$ cat config.mk
export PLATFORM = sky130hd
export DESIGN_NAME = fuse_rd_seq
export DESIGN_NICKNAME = d
export VERILOG_FILES = /design/src/rtl/fuse_rd_pkg.sv /design/src/rtl/fuse_rd_reqchk.sv /design/src/rtl/fuse_rd_timer.sv /design/src/rtl/fuse_rd_fsm.sv /design/src/rtl/fuse_rd_seq.sv
export SDC_FILE = /design/constraint.sdc
export NUM_CORES = 1
export LEC_CHECK = 0
export BUFFER_PORTS_ARGS = -buffer_cell sky130_fd_sc_hd__clkbuf_2
export CORE_AREA = 2 2 110 112
export DETAILED_ROUTE_END_ITERATION = 8
export DIE_AREA = 0 0 112 114
export PLACE_DENSITY_LB_ADDON = 0.25
export SLEW_MARGIN = 15
export SYNTH_ARGS = -nofsm -noshare
export SYNTH_HDL_FRONTEND = slang
export SYNTH_SLANG_ARGS = --single-unit
$ cat constraint.sdc
create_clock -name clk -period 6.5 [get_ports clk]
set_input_delay 0.65 -clock clk [delete_from_list [all_inputs] [get_ports clk]]
set_output_delay 0.65 -clock clk [all_outputs]
set_load 0.01 [all_outputs]
$ cat src/rtl/fuse_rd_pkg.sv
package fuse_rd_pkg;

    typedef enum logic [3:0] {
        ST_IDLE,
        ST_PU_TRIM,
        ST_PU_CE,
        ST_ADDR,
        ST_CLK_HI,
        ST_CLK_LO,
        ST_PUSH,
        ST_PD_TRIM,
        ST_PD_STBY
    } seq_state_e;

    typedef enum logic [1:0] {
        REQ_OK,
        REQ_EMPTY,
        REQ_RANGE
    } req_verdict_e;

    typedef struct packed {
        logic stby_n;
        logic trim;
        logic ce;
        logic clk;
    } macro_ctl_t;

    function automatic int unsigned us_to_clks(input int unsigned us, input int unsigned cpu);
        return us * cpu;
    endfunction

endpackage

$ cat src/rtl/fuse_rd_reqchk.sv
module fuse_rd_reqchk
    import fuse_rd_pkg::*;
#(
    parameter int CNT_W  = 13,
    parameter int TOTAL  = 4096
) (
    input  logic [CNT_W-1:0] idx,
    input  logic [CNT_W-1:0] cnt,
    output req_verdict_e     verdict
);
    logic [CNT_W:0] span_end;

    always_comb begin
        span_end = {1'b0, idx} + {1'b0, cnt};
        if (idx >= CNT_W'(TOTAL) || span_end > (CNT_W+1)'(TOTAL))
            verdict = REQ_RANGE;
        else if (cnt == '0)
            verdict = REQ_EMPTY;
        else
            verdict = REQ_OK;
    end
endmodule

$ cat src/rtl/fuse_rd_timer.sv
module fuse_rd_timer #(
    parameter int TMR_W = 8
) (
    input  logic             clk,
    input  logic             rst,
    input  logic             load,
    input  logic [TMR_W-1:0] load_val,
    output logic             zero
);
    logic [TMR_W-1:0] count_q;

    always_ff @(posedge clk) begin
        if (rst)
            count_q <= '0;
        else if (load)
            count_q <= load_val;
        else if (count_q != '0)
            count_q <= count_q - TMR_W'(1);
    end

    assign zero = (count_q == '0);
endmodule

$ cat src/rtl/fuse_rd_fsm.sv
module fuse_rd_fsm
    import fuse_rd_pkg::*;
#(
    parameter int WORD_W = 32,
    parameter int ADDR_W = 12,
    parameter int CNT_W  = 13,
    parameter int TMR_W  = 8,
    parameter int HI_CYC = 40,
    parameter int LO_CYC = 10
) (
    input  logic              clk,
    input  logic              rst,
    input  logic              start,
    input  logic [CNT_W-1:0]  req_idx,
    input  logic [CNT_W-1:0]  req_cnt,
    input  req_verdict_e      verdict,
    input  logic              tmr_zero,
    output logic              tmr_load,
    output logic [TMR_W-1:0]  tmr_val,
    output logic              busy,
    output logic              done,
    output logic              err,
    output logic              out_valid,
    input  logic              out_ready,
    output logic [WORD_W-1:0] out_data,
    output macro_ctl_t        ctl,
    output logic [ADDR_W-1:0] addr,
    input  logic [WORD_W-1:0] dout
);
    seq_state_e        state_q;
    macro_ctl_t        ctl_q;
    logic [ADDR_W-1:0] addr_q;
    logic [CNT_W-1:0]  left_q;
    logic [WORD_W-1:0] data_q;
    logic              valid_q;
    logic              done_q;
    logic              err_q;

    always_comb begin
        tmr_load = (state_q == ST_ADDR) || (state_q == ST_CLK_HI && tmr_zero);
        tmr_val  = (state_q == ST_ADDR) ? TMR_W'(HI_CYC - 1) : TMR_W'(LO_CYC - 1);
    end

    always_ff @(posedge clk) begin
        if (rst) begin
            state_q <= ST_IDLE;
            ctl_q   <= '0;
            addr_q  <= '0;
            left_q  <= '0;
            data_q  <= '0;
            valid_q <= 1'b0;
            done_q  <= 1'b0;
            err_q   <= 1'b0;
        end else begin
            done_q <= 1'b0;
            err_q  <= 1'b0;
            case (state_q)
                ST_IDLE: begin
                    if (start) begin
                        case (verdict)
                            REQ_RANGE: begin
                                done_q <= 1'b1;
                                err_q  <= 1'b1;
                            end
                            REQ_EMPTY: done_q <= 1'b1;
                            default: begin
                                ctl_q.stby_n <= 1'b1;
                                addr_q       <= req_idx[ADDR_W-1:0];
                                left_q       <= req_cnt;
                                state_q      <= ST_PU_TRIM;
                            end
                        endcase
                    end
                end
                ST_PU_TRIM: begin
                    ctl_q.trim <= 1'b1;
                    state_q    <= ST_PU_CE;
                end
                ST_PU_CE: begin
                    ctl_q.ce <= 1'b1;
                    state_q  <= ST_ADDR;
                end
                ST_ADDR: begin
                    ctl_q.clk <= 1'b1;
                    state_q   <= ST_CLK_HI;
                end
                ST_CLK_HI: begin
                    if (tmr_zero) begin
                        ctl_q.clk <= 1'b0;
                        state_q   <= ST_CLK_LO;
                    end
                end
                ST_CLK_LO: begin
                    if (tmr_zero) begin
                        data_q  <= dout;
                        valid_q <= 1'b1;
                        state_q <= ST_PUSH;
                    end
                end
                ST_PUSH: begin
                    if (out_ready) begin
                        valid_q <= 1'b0;
                        left_q  <= left_q - CNT_W'(1);
                        if (left_q == CNT_W'(1)) begin
                            ctl_q.ce <= 1'b0;
                            state_q  <= ST_PD_TRIM;
                        end else begin
                            addr_q  <= addr_q + ADDR_W'(1);
                            state_q <= ST_ADDR;
                        end
                    end
                end
                ST_PD_TRIM: begin
                    ctl_q.trim <= 1'b0;
                    state_q    <= ST_PD_STBY;
                end
                ST_PD_STBY: begin
                    ctl_q.stby_n <= 1'b0;
                    done_q       <= 1'b1;
                    state_q      <= ST_IDLE;
                end
                default: state_q <= ST_IDLE;
            endcase
        end
    end

    assign busy      = (state_q != ST_IDLE);
    assign done      = done_q;
    assign err       = err_q;
    assign out_valid = valid_q;
    assign out_data  = data_q;
    assign ctl       = ctl_q;
    assign addr      = addr_q;
endmodule

$ cat src/rtl/fuse_rd_seq.sv
module fuse_rd_seq
    import fuse_rd_pkg::*;
#(
    parameter int WORD_W      = 32,
    parameter int ADDR_W      = 12,
    parameter int TOTAL_FUSES = 4096,
    parameter int CLKS_PER_US = 10,
    parameter int T_ACC_US    = 40,
    parameter int T_LOW_US    = 10,
    localparam int CNT_W      = $clog2(TOTAL_FUSES + 1)
) (
    input  logic              clk,
    input  logic              rst,
    input  logic              start,
    input  logic [CNT_W-1:0]  req_idx,
    input  logic [CNT_W-1:0]  req_cnt,
    output logic              busy,
    output logic              done,
    output logic              err,
    output logic              out_valid,
    input  logic              out_ready,
    output logic [WORD_W-1:0] out_data,
    output logic [ADDR_W-1:0] otp_addr,
    output logic              otp_clk,
    output logic              otp_ce,
    output logic              otp_trim,
    output logic              otp_stby_n,
    input  logic [WORD_W-1:0] otp_dout
);
    localparam int HI_CYC = us_to_clks(T_ACC_US, CLKS_PER_US);
    localparam int LO_CYC = us_to_clks(T_LOW_US, CLKS_PER_US);
    localparam int MAX_CYC = (HI_CYC > LO_CYC) ? HI_CYC : LO_CYC;
    localparam int TMR_W  = $clog2(MAX_CYC + 1);

    req_verdict_e     verdict;
    logic             tmr_load;
    logic [TMR_W-1:0] tmr_val;
    logic             tmr_zero;
    macro_ctl_t       ctl;

    fuse_rd_reqchk #(.CNT_W(CNT_W), .TOTAL(TOTAL_FUSES)) u_reqchk (
        .idx     (req_idx),
        .cnt     (req_cnt),
        .verdict (verdict)
    );

    fuse_rd_timer #(.TMR_W(TMR_W)) u_timer (
        .clk      (clk),
        .rst      (rst),
        .load     (tmr_load),
        .load_val (tmr_val),
        .zero     (tmr_zero)
    );

    fuse_rd_fsm #(
        .WORD_W (WORD_W),
        .ADDR_W (ADDR_W),
        .CNT_W  (CNT_W),
        .TMR_W  (TMR_W),
        .HI_CYC (HI_CYC),
        .LO_CYC (LO_CYC)
    ) u_fsm (
        .clk       (clk),
        .rst       (rst),
        .start     (start),
        .req_idx   (req_idx),
        .req_cnt   (req_cnt),
        .verdict   (verdict),
        .tmr_zero  (tmr_zero),
        .tmr_load  (tmr_load),
        .tmr_val   (tmr_val),
        .busy      (busy),
        .done      (done),
        .err       (err),
        .out_valid (out_valid),
        .out_ready (out_ready),
        .out_data  (out_data),
        .ctl       (ctl),
        .addr      (otp_addr),
        .dout      (otp_dout)
    );

    assign otp_clk    = ctl.clk;
    assign otp_ce     = ctl.ce;
    assign otp_trim   = ctl.trim;
    assign otp_stby_n = ctl.stby_n;
endmodule

==> results of run 1 <==
## cell type report
class / instances / area, um2
fill: 1193 / 6300
multi-input combinational: 466 / 2730
sequential: 77 / 1540
timing repair buffer: 119 / 611
clock buffer: 11 / 243
tap: 147 / 184
inverter: 19 / 71.3
clock inverter: 5 / 36.3
## final timing paths
kind | depth (start not counted) | end
max reg2reg | 10 | u_fsm.left_q[7]
min | 2 | u_fsm.out_data[1]
max | 14 | u_fsm.left_q[7]
min reg2reg | 2 | u_fsm.out_data[1]
## flip-flops by register name, summed over array words and instances (netlist names)
name	count
u_fsm.addr	12
u_timer.count_q	9
u_fsm.left_q	13
u_fsm.err	1
u_fsm.out_data	32
u_fsm.out_valid	1
u_fsm.ctl	4
u_fsm.state_q	4
u_fsm.done	1
## cells in the final DEF, fill, tap and decap left out, types with 5 or more instances in the layout
cell type / synthesis / routed
o211ai_1: 5 / 5
a31o_2: 7 / 7
and2_1: 5 / 5
clkbuf_16: 0 / 9
nor2_1: 47 / 46
inv_1: 19 / 19
dfxtp_1: 77 / 77
o21ai_1: 6 / 6
nor4_1: 7 / 7
a21oi_1: 72 / 72
and3_1: 5 / 5
nand3_1: 26 / 26
nand2_1: 109 / 109
a211oi_1: 11 / 11
buf_4: 0 / 6
nor3_1: 17 / 16
o21ai_0: 32 / 32
nor3b_1: 5 / 5
clkbuf_2: 0 / 113
ha_1: 17 / 17
xnor2_1: 5 / 5
a32o_1: 8 / 8
a31oi_1: 5 / 5
a21o_1: 8 / 8
## per-layer routing
metal  wire length (um)  part of all wire (%)
met5                  0                     0
met4                400                   3.1
met3                601                   4.7
met2               6060                    47
met1               5780                    45
## power by group
group / leakage (nW) / switching, mW / internal, mW
sequential: 0.624 / 0.0343 / 0.508
clock: 0.139 / 0.199 / 0.270
combinational: 1.44 / 0.207 / 0.146
## cells by family (layout without fill, tap and decap cells)
logic type | Yosys count | after routing | synth area share, %
AOI/OAI and AO/OA | 192 | 192 | 28.1
xor gates and xnor gates | 7 | 7 | 1.36
adders and majority gates | 18 | 18 | 5.15
buffers and inverters | 55 | 154 | 5.62
DFF | 77 | 77 | 34.1
muxes | 2 | 2 | 0.443
and+or+nand+nor | 247 | 247 | 25.2
## critical path, cell delays in order
cell and delay [ns]:
clkbuf_2 0.13, ha_1 0.19, inv_1 0.06, fa_1 0.41, nor2b_1 0.22, o2111ai_1 0.19, a21oi_1 0.36, o22ai_2 0.11
xnor2_1 0.16, nor4_2 0.45, a21o_1 0.84, buf_4 0.39, o21ai_2 0.09, a221oi_2 0.26
## per-stage QoR
step	std cells	hold WS, ns	area, um2
2_1_floorplan	598	0.456	4520
3_3_place_gp	828	0.441	5140
3_5_place_dp	828	0.446	5140
4_1_cts	844	0.454	5420
5_1_grt	844	0.468	5420
6_report	844	0.451	5420
==> results.py, run 1 <==
metrics = {
    "global_routing": {
        "use_met2_pct": 31.9,
        "grt_pass1_vias": 4297,
        "grt_max_degree": 39,
        "grt_pass1_wl_mm": 20.7,
        "antenna_found_initial": 0,
        "use_met3_pct": 3.83,
        "grt_overflow": 0,
        "track_usage_pct": 19.7,
        "busiest_layer": "met2",
        "gr-usage-met1_pct": 25.6,
    },
    "power_and_ir_drop": {
        "p_total_mw": 1.36,
        "power.density_mw_per_mm2": 252,
        "leakage_nw": 2.20,
        "peakVddDrop_uv": 137,
    },
    "clock_tree": {
        "cts_buffer_depth": 2,
        "cts_setup_buffers": 0,
        "clock-sinks": 77,
        "cts_tree": "built",
        "numCtsBuffers": 9,
        "cts_hold_buf": 0,
        "path_clk_slew_ns": 0.06,
        "cts-resized-gates": 0,
        "h-tree-depth": 3,
        "cts_root_buf": "clkbuf_16",
        "clkLatencyLatePin_ns": 0.33,
    },
    "timing": {
        "fin_crit_sh_pct": 65.9,
        "slew_viol_final": 0,
        "fin_worst_skew_ns": 0.00700,
        "min_period_ns": 4.29,
        "slew-limit-headroom_pct": 33.0,
        "worst_slack_ns": 2.21,
        "tns_ns": 0,
        "rsz0062_at_grt": "no",
        "worst_slew_pin_slew_ns": 1.00,
        "finalHoldViolCount": 0,
        "setup_viol": 0,
        "fmax_ghz": 0.233,
    },
    "setup_path": {
        "regToRegStartpoint": "u_fsm.state_q[1]",
        "cp-startpoint": "req_cnt[0]",
        "critPathArrivalTime_ns": 4.53,
        "cp-start-kind": "primary input",
        "endpoint_kind": "flop",
        "rrSetupSlack_ns": 3.19,
        "crit_fanout": 30,
        "worst-endpoint-required_ns": 6.74,
        "path_class": "in -> reg",
    },
    "floorplan": {
        "io_pins": 114,
        "dieArea_mm2": 0.0128,
        "initial_core_util_pct": 38.6,
        "die_w_um": 112,
        "core_region_area_mm2": 0.0117,
        "dieHeight_um": 114,
        "rows": 40,
    },
    "status": {
        "status": "completed",
    },
    "logic_synthesis": {
        "synth_top_cell_by_area": "dfxtp_1",
        "yosysWarnings": 0,
        "yosysSeqAreaShare_pct": 34.1,
        "synth_edf_count": 0,
        "syn_inst": 598,
        "async_reset_ff_share_pct": 0,
        "yosys.cell_types.count": 63,
        "synth_common_cells": "nand2_1 (109), dfxtp_1 (77), a21oi_1 (72)",
        "synth_area_leaders": "dfxtp_1 (34%), nand2_1 (9.1%), a21oi_1 (8.0%), ha_1 (4.7%), nor2_1 (3.9%)",
        "synth_seq_cells": 77,
        "synthesis.area_mm2": 0.00452,
        "synth_top_area_share_pct": 34.1,
        "syn_nets": 678,
        "ys.flop_type": "dfxtp_1",
        "synth.avg_cell_area_um2": 7.55,
        "synth_most_common_cell": "nand2_1",
    },
    "min_path": {
        "hold_path_startpoint": "u_fsm.out_data[1]",
        "hold_path_class": "reg -> reg",
    },
    "placed_design": {
        "dp_slack_ns": 1.97,
        "place.gp.congestion": 0.907,
        "port_buffers": 113,
        "post-dp-hpwl_mm": 9.36,
    },
    "final_layout": {
        "fin_nets": 772,
        "antennaDiodeCount": 0,
        "drive_gt1_share_pct": 23.0,
        "area_growth_pct": 19.9,
        "fin_util_pct": 46.2,
    },
    "flow_run": {
        "maxCapViolCount": 0,
    },
    "route": {
        "drtIter0Drc": 236,
        "drc": 0,
        "ant_nets": 0,
        "viasPerCell": 5.57,
        "wl_mm": 12.8,
        "avgRoutedWirePerCell_um": 15.2,
        "dr.pass1.iters": 5,
        "vias": 4697,
    },
}
Note: power is estimated with default switching activity, not from simulation.
==> run 2: changes to the inputs <==
Clock period 6.5 ns to 3.6 ns, I/O delays scaled along.
==> run 2 against run 1 <==
Compared with the run above: total power is 87% higher; register-to-register slack got worse by 1.9 ns; via count up 0.45%; critical path type unchanged; largest cell class unchanged.
==> results.py, run 2 (synthesis results as in run 1) <==
metrics = {
    "route": {
        "avgRoutedWirePerCell_um": 15.3,
        "drc": 0,
        "wl_mm": 12.9,
        "ant_nets": 0,
        "viasPerCell": 5.57,
        "wl_met3_um": 625,
        "drt-met1-wl_mm": 5.75,
        "wl_met2_mm": 6.48,
        "top_layer_used": "met4",
        "vias": 4718,
        "dr.pass1.iters": 5,
        "drtIter0Drc": 277,
    },
    "floorplan": {
        "die_w_um": 112,
        "dieArea_mm2": 0.0128,
        "rows": 40,
        "core_region_area_mm2": 0.0117,
        "initial_core_util_pct": 38.6,
        "dieHeight_um": 114,
        "io_pins": 114,
    },
    "timing": {
        "min_period_ns": 3.25,
        "slew_viol_final": 0,
        "fin_crit_sh_pct": 90.3,
        "worst_slew_pin_slew_ns": 0.691,
        "finalHoldViolCount": 0,
        "slew-limit-headroom_pct": 53.6,
        "setup_viol": 0,
        "fmax_ghz": 0.308,
        "rsz0062_at_grt": "no",
        "fin_worst_skew_ns": 0.0112,
        "tns_ns": 0,
    },
    "power_and_ir_drop": {
        "p_total_mw": 2.55,
        "leakage_nw": 2.23,
        "peakVddDrop_uv": 249,
        "switching_share_pct": 31.1,
        "p_seq_share_pct": 38.5,
        "p_int_mw": 1.76,
        "clkPwrFrac_pct": 36.3,
        "power.density_mw_per_mm2": 465,
        "combPwrFrac_pct": 25.3,
        "p_switching_mw": 0.792,
    },
    "flow_run": {
        "maxCapViolCount": 0,
    },
    "clock_tree": {
        "cts-resized-gates": 0,
        "numCtsBuffers": 9,
        "cts_root_buf": "clkbuf_16",
        "h-tree-depth": 3,
        "cts_hold_buf": 0,
        "cts_buffer_depth": 2,
        "clkLatencyLatePin_ns": 0.33,
        "cts_tree": "built",
        "clock-sinks": 77,
        "cts_setup_buffers": 0,
        "path_clk_slew_ns": 0.06,
    },
    "setup_path": {
        "regToRegStartpoint": "u_timer.count_q[4]",
        "path_class": "in -> reg",
        "worst-endpoint-required_ns": 3.80,
        "path_cells": "clkbuf_2 -> ha_1 -> inv_1 -> fa_1 -> nor2b_1 -> o2111ai_1 -> a21oi_1 -> o22ai_2 -> xnor2_1 -> nor4_2 -> a21o_1 -> buf_12 -> and2_1 -> o211ai_1",
        "critPathMaxStageDelay_ns": 0.40,
        "endpoint_kind": "flop",
        "crit_family": "compound AO/OA/AOI/OAI gates",
        "rrSetupSlack_ns": 1.27,
        "cp-start-kind": "primary input",
        "cp.buffers_inverters": 3,
        "rr_worst_depth": 8,
        "cpMaxStageDelayCell": "fa_1",
        "critPathArrivalTime_ns": 3.45,
        "crit_fanout": 45,
        "timing.rr.end": "u_fsm.out_data[19]",
    },
    "global_routing": {
        "grt_pass1_vias": 4215,
        "grt_pass1_wl_mm": 20.5,
        "grt_overflow": 0,
        "antenna_found_initial": 0,
        "grt_max_degree": 46,
        "track_usage_pct": 19.5,
    },
    "placed_design": {
        "post-dp-hpwl_mm": 9.58,
        "port_buffers": 113,
        "place.gp.congestion": 0.897,
        "dpl.cell_count": 831,
    },
    "final_layout": {
        "fin_nets": 775,
        "largest_reg_flops": 32,
        "fin_util_pct": 46.8,
        "mostFrequentLayoutCells": "clkbuf_2 (113), nand2_1 (109), dfxtp_1 (77)",
        "antennaDiodeCount": 0,
        "fin_cells": 847,
        "drive_gt1_share_pct": 23.4,
        "layout_commonest_cell": "clkbuf_2",
        "area_growth_pct": 21.3,
    },
    "min_path": {
        "hold_path_startpoint": "otp_dout[1]",
        "hold_path_class": "in -> reg",
        "hold_end": "u_fsm.out_data[1]",
        "whs_path_depth": 3,
    },
    "status": {
        "status": "completed",
    },
}
[run 2: cell types whose count changed in the layout (fill, tap and decap cells not counted)]
cell        before  now
buf_12           0    1
clkinv_4         3    0
clkbuf_8         1    2
buf_4            6    8
inv_6            0    1
clkinvlp_4       0    1
clkbuf_1         1    0
bufinv_16        0    1
[run 2: worst reg2reg max path, stage by stage, from the launching register on]
cell	delay, ns
dfxtp_1	0.35
nor3_1	0.27
nand3_1	0.19
nor3_1	0.57
nand2_1	0.18
nor2_2	0.12
buf_4	0.32
nand2_1	0.12
a21oi_1	0.15
[run 2: stage by stage]
stage | setup slack, ns | cell area [um2] | hold WS [ns]
floorplan | 0.628 | 4520 | 0.456
global placement | 0.222 | 5170 | 0.440
detailed placement | 0.0403 | 5170 | 0.448
CTS | 0.373 | 5480 | 0.235
global route | 0.0878 | 5480 | 0.241
finish | 0.350 | 5480 | 0.251
[run 2: worst max-delay path by stage]
| stage | start | slack (ns) | depth (start not counted) | to |
|---|---|---|---|---|
| 2_1_floorplan | req_idx[0] | 0.63 | 14 | u_fsm.addr[9] |
| 3_3_place_gp | req_cnt[0] | 0.22 | 14 | u_fsm.addr[3] |
| 3_5_place_dp | req_cnt[0] | 0.04 | 14 | u_fsm.addr[3] |
| 4_1_cts | req_cnt[0] | 0.37 | 14 | u_fsm.addr[3] |
| 5_1_grt | req_cnt[0] | 0.09 | 14 | u_fsm.addr[3] |
| 6_report | req_cnt[0] | 0.35 | 14 | u_fsm.addr[3] |
[run 2: area by class of cell]
cell class	count	area, um2
clock buffer	11	253
clock inverter	5	56.3
fill	1202	6230
inverter	19	71.3
multi-input combinational	466	2730
sequential	77	1540
tap	147	184
timing repair buffer	122	646
[run 2: routing by layer]
metal | vias to the layer above | GRT usage [%]
met5 | - | 0
met4 | 0 | 3.98
met3 | 6 | 4.14
met2 | 136 | 33.5
met1 | 2223 | 25.3
li1 | 2353 | -
[run 2: power groups by stage]
stage | registers, mW | clock network, mW | logic (mW)
global route | 0.989 | 0.984 | 0.720
global placement | 0.993 | 0 | 0.620
CTS | 0.978 | 0.949 | 0.640
finish | 0.980 | 0.924 | 0.644
floorplan | 0.986 | 0 | 0.480
detailed placement | 0.996 | 0 | 0.638
==> run 3: changes to the inputs <==
Settings changed: PLACE_DENSITY from default to 0.73, PLACE_DENSITY_LB_ADDON 0.25 to default.
==> run 3 against run 2 <==
Compared with the run above: final cell count is 0.12% lower; critical endpoint unchanged; global-route usage fell by 0.34 points; largest power group unchanged; total power down 3.0%.
==> results.py, run 3 (synthesis results as in run 1) <==
metrics = {
    "global_routing": {
        "grt_pass1_vias": 4153,
        "track_usage_pct": 19.1,
        "grt_pass1_wl_mm": 20.1,
        "grt_overflow": 0,
        "antenna_found_initial": 0,
        "grt_max_degree": 46,
    },
    "final_layout": {
        "fin_nets": 774,
        "largest_reg_flops": 32,
        "multi_input_area_mm2": 0.00273,
        "antennaDiodeCount": 0,
        "fin_cells": 846,
        "layout.area.seq_mm2": 0.00154,
        "mostFrequentLayoutCells": "clkbuf_2 (113), nand2_1 (109), dfxtp_1 (77)",
        "layout_commonest_cell": "clkbuf_2",
        "area_growth_pct": 20.6,
        "drive_gt1_share_pct": 23.2,
        "fill_cells": 1210,
    },
    "power_and_ir_drop": {
        "peakVddDrop_uv": 222,
        "p_total_mw": 2.47,
        "leakage_nw": 2.21,
        "power.density_mw_per_mm2": 454,
    },
    "placed_design": {
        "port_buffers": 113,
        "place.gp.congestion": 0.889,
        "dpl.cell_count": 830,
        "post-dp-hpwl_mm": 8.90,
    },
    "clock_tree": {
        "cts_buffer_depth": 2,
        "numCtsBuffers": 9,
        "cts_root_buf": "clkbuf_16",
        "clock-sinks": 77,
        "clkLatencyLatePin_ns": 0.33,
        "cts_hold_buf": 0,
        "cts_setup_buffers": 0,
        "cts_tree": "built",
        "h-tree-depth": 3,
        "path_clk_slew_ns": 0.06,
        "cts-resized-gates": 0,
    },
    "route": {
        "ant_nets": 0,
        "top_layer_used": "met4",
        "dr.pass1.iters": 5,
        "drt-met1-wl_mm": 5.70,
        "drc": 0,
        "drtIter0Drc": 289,
        "wl_mm": 12.3,
        "viasPerCell": 5.47,
        "avgRoutedWirePerCell_um": 14.6,
        "wl_met2_mm": 5.90,
        "wl_met3_um": 542,
        "vias": 4631,
    },
    "timing": {
        "tns_ns": 0,
        "setup_viol": 0,
        "fin_worst_skew_ns": 0.00613,
        "finalHoldViolCount": 0,
        "fmax_ghz": 0.314,
        "slew-limit-headroom_pct": 54.1,
        "worst_slew_pin_slew_ns": 0.684,
        "min_period_ns": 3.18,
        "fin_crit_sh_pct": 88.4,
        "rsz0062_at_grt": "no",
        "hold_ws_ns": 0.242,
        "slew_viol_final": 0,
    },
    "setup_path": {
        "critPathArrivalTime_ns": 3.40,
        "endpoint_kind": "flop",
        "critPathMaxStageDelay_ns": 0.42,
        "crit_fanout": 45,
        "worst-endpoint-required_ns": 3.82,
        "cpMaxStageDelayCell": "fa_1",
        "path_class": "in -> reg",
        "cp-start-kind": "primary input",
        "path_cells": "clkbuf_2 -> ha_1 -> inv_1 -> fa_1 -> nor2b_1 -> o2111ai_1 -> a21oi_1 -> o22ai_2 -> xnor2_1 -> nor4_2 -> a21o_1 -> buf_12 -> and2_1 -> o211ai_1",
    },
    "floorplan": {
        "dieArea_mm2": 0.0128,
        "io_pins": 114,
        "core_region_area_mm2": 0.0117,
        "initial_core_util_pct": 38.6,
        "die_w_um": 112,
        "rows": 40,
        "dieHeight_um": 114,
    },
    "min_path": {
        "hold_path_class": "in -> reg",
    },
    "status": {
        "status": "completed",
    },
    "flow_run": {
        "maxCapViolCount": 0,
    },
}
[run 3: cell types whose count changed in the layout (fill, tap and decap cells not counted), sizes merged]
cell	previous run	this run
clkinv	2	1
buf	9	8
bufinv	1	0
inv	20	22
[run 3: through the flow]
| step | utilization [%] | setup slack (ns) | area, um2 |
|---|---|---|---|
| final | 46.5 | 0.417 | 5450 |
| after detailed placement | 44.1 | 0.0779 | 5160 |
| after floorplan | - | 0.628 | 4520 |
| after global placement | 44.1 | 0.200 | 5160 |
| after CTS | 46.5 | 0.444 | 5450 |
| after global routing | 46.5 | 0.207 | 5450 |
[run 3: per-layer routing]
metal,track usage [%],vias up
met4,7.15,0
met5,0,-
met2,31.6,118
li1,-,2358
met1,25.1,2141
met3,3.40,14
[run 3: where the power goes]
part           switching (mW)  internal, mW
logic                   0.368         0.266
registers              0.0626         0.916
clock network           0.365         0.494
[run 3: critical path, delay by kind of cell]
family                     cells  cell delay, ns
and+or+nand+nor                3            0.87
xor gates and xnor gates       1            0.16
AOI/OAI and AO/OA              5            0.94
buffers and inverters          3            0.43
adders and majority gates      2            0.62
[run 3: final timing paths]
check	start	end	slack (ns)	cells after the start
worst max register to register	u_fsm.state_q[3]	u_fsm.addr[9]	1.28	7
worst min register to register	u_fsm.out_data[16]	u_fsm.out_data[16]	0.45	2
worst max-delay path	req_cnt[0]	u_fsm.addr[3]	0.42	14
worst min-delay path	otp_dout[29]	u_fsm.out_data[29]	0.24	3
[run 3: layout make-up]
type / count / area share (%)
Clock buffer: 11 / 4.45
Sequential cell: 77 / 28.3
Clock inverter: 5 / 0.781
Multi-Input combinational cell: 466 / 50.1
Timing Repair Buffer: 121 / 11.7
Inverter: 19 / 1.31
Tap cell: 147 / 3.38
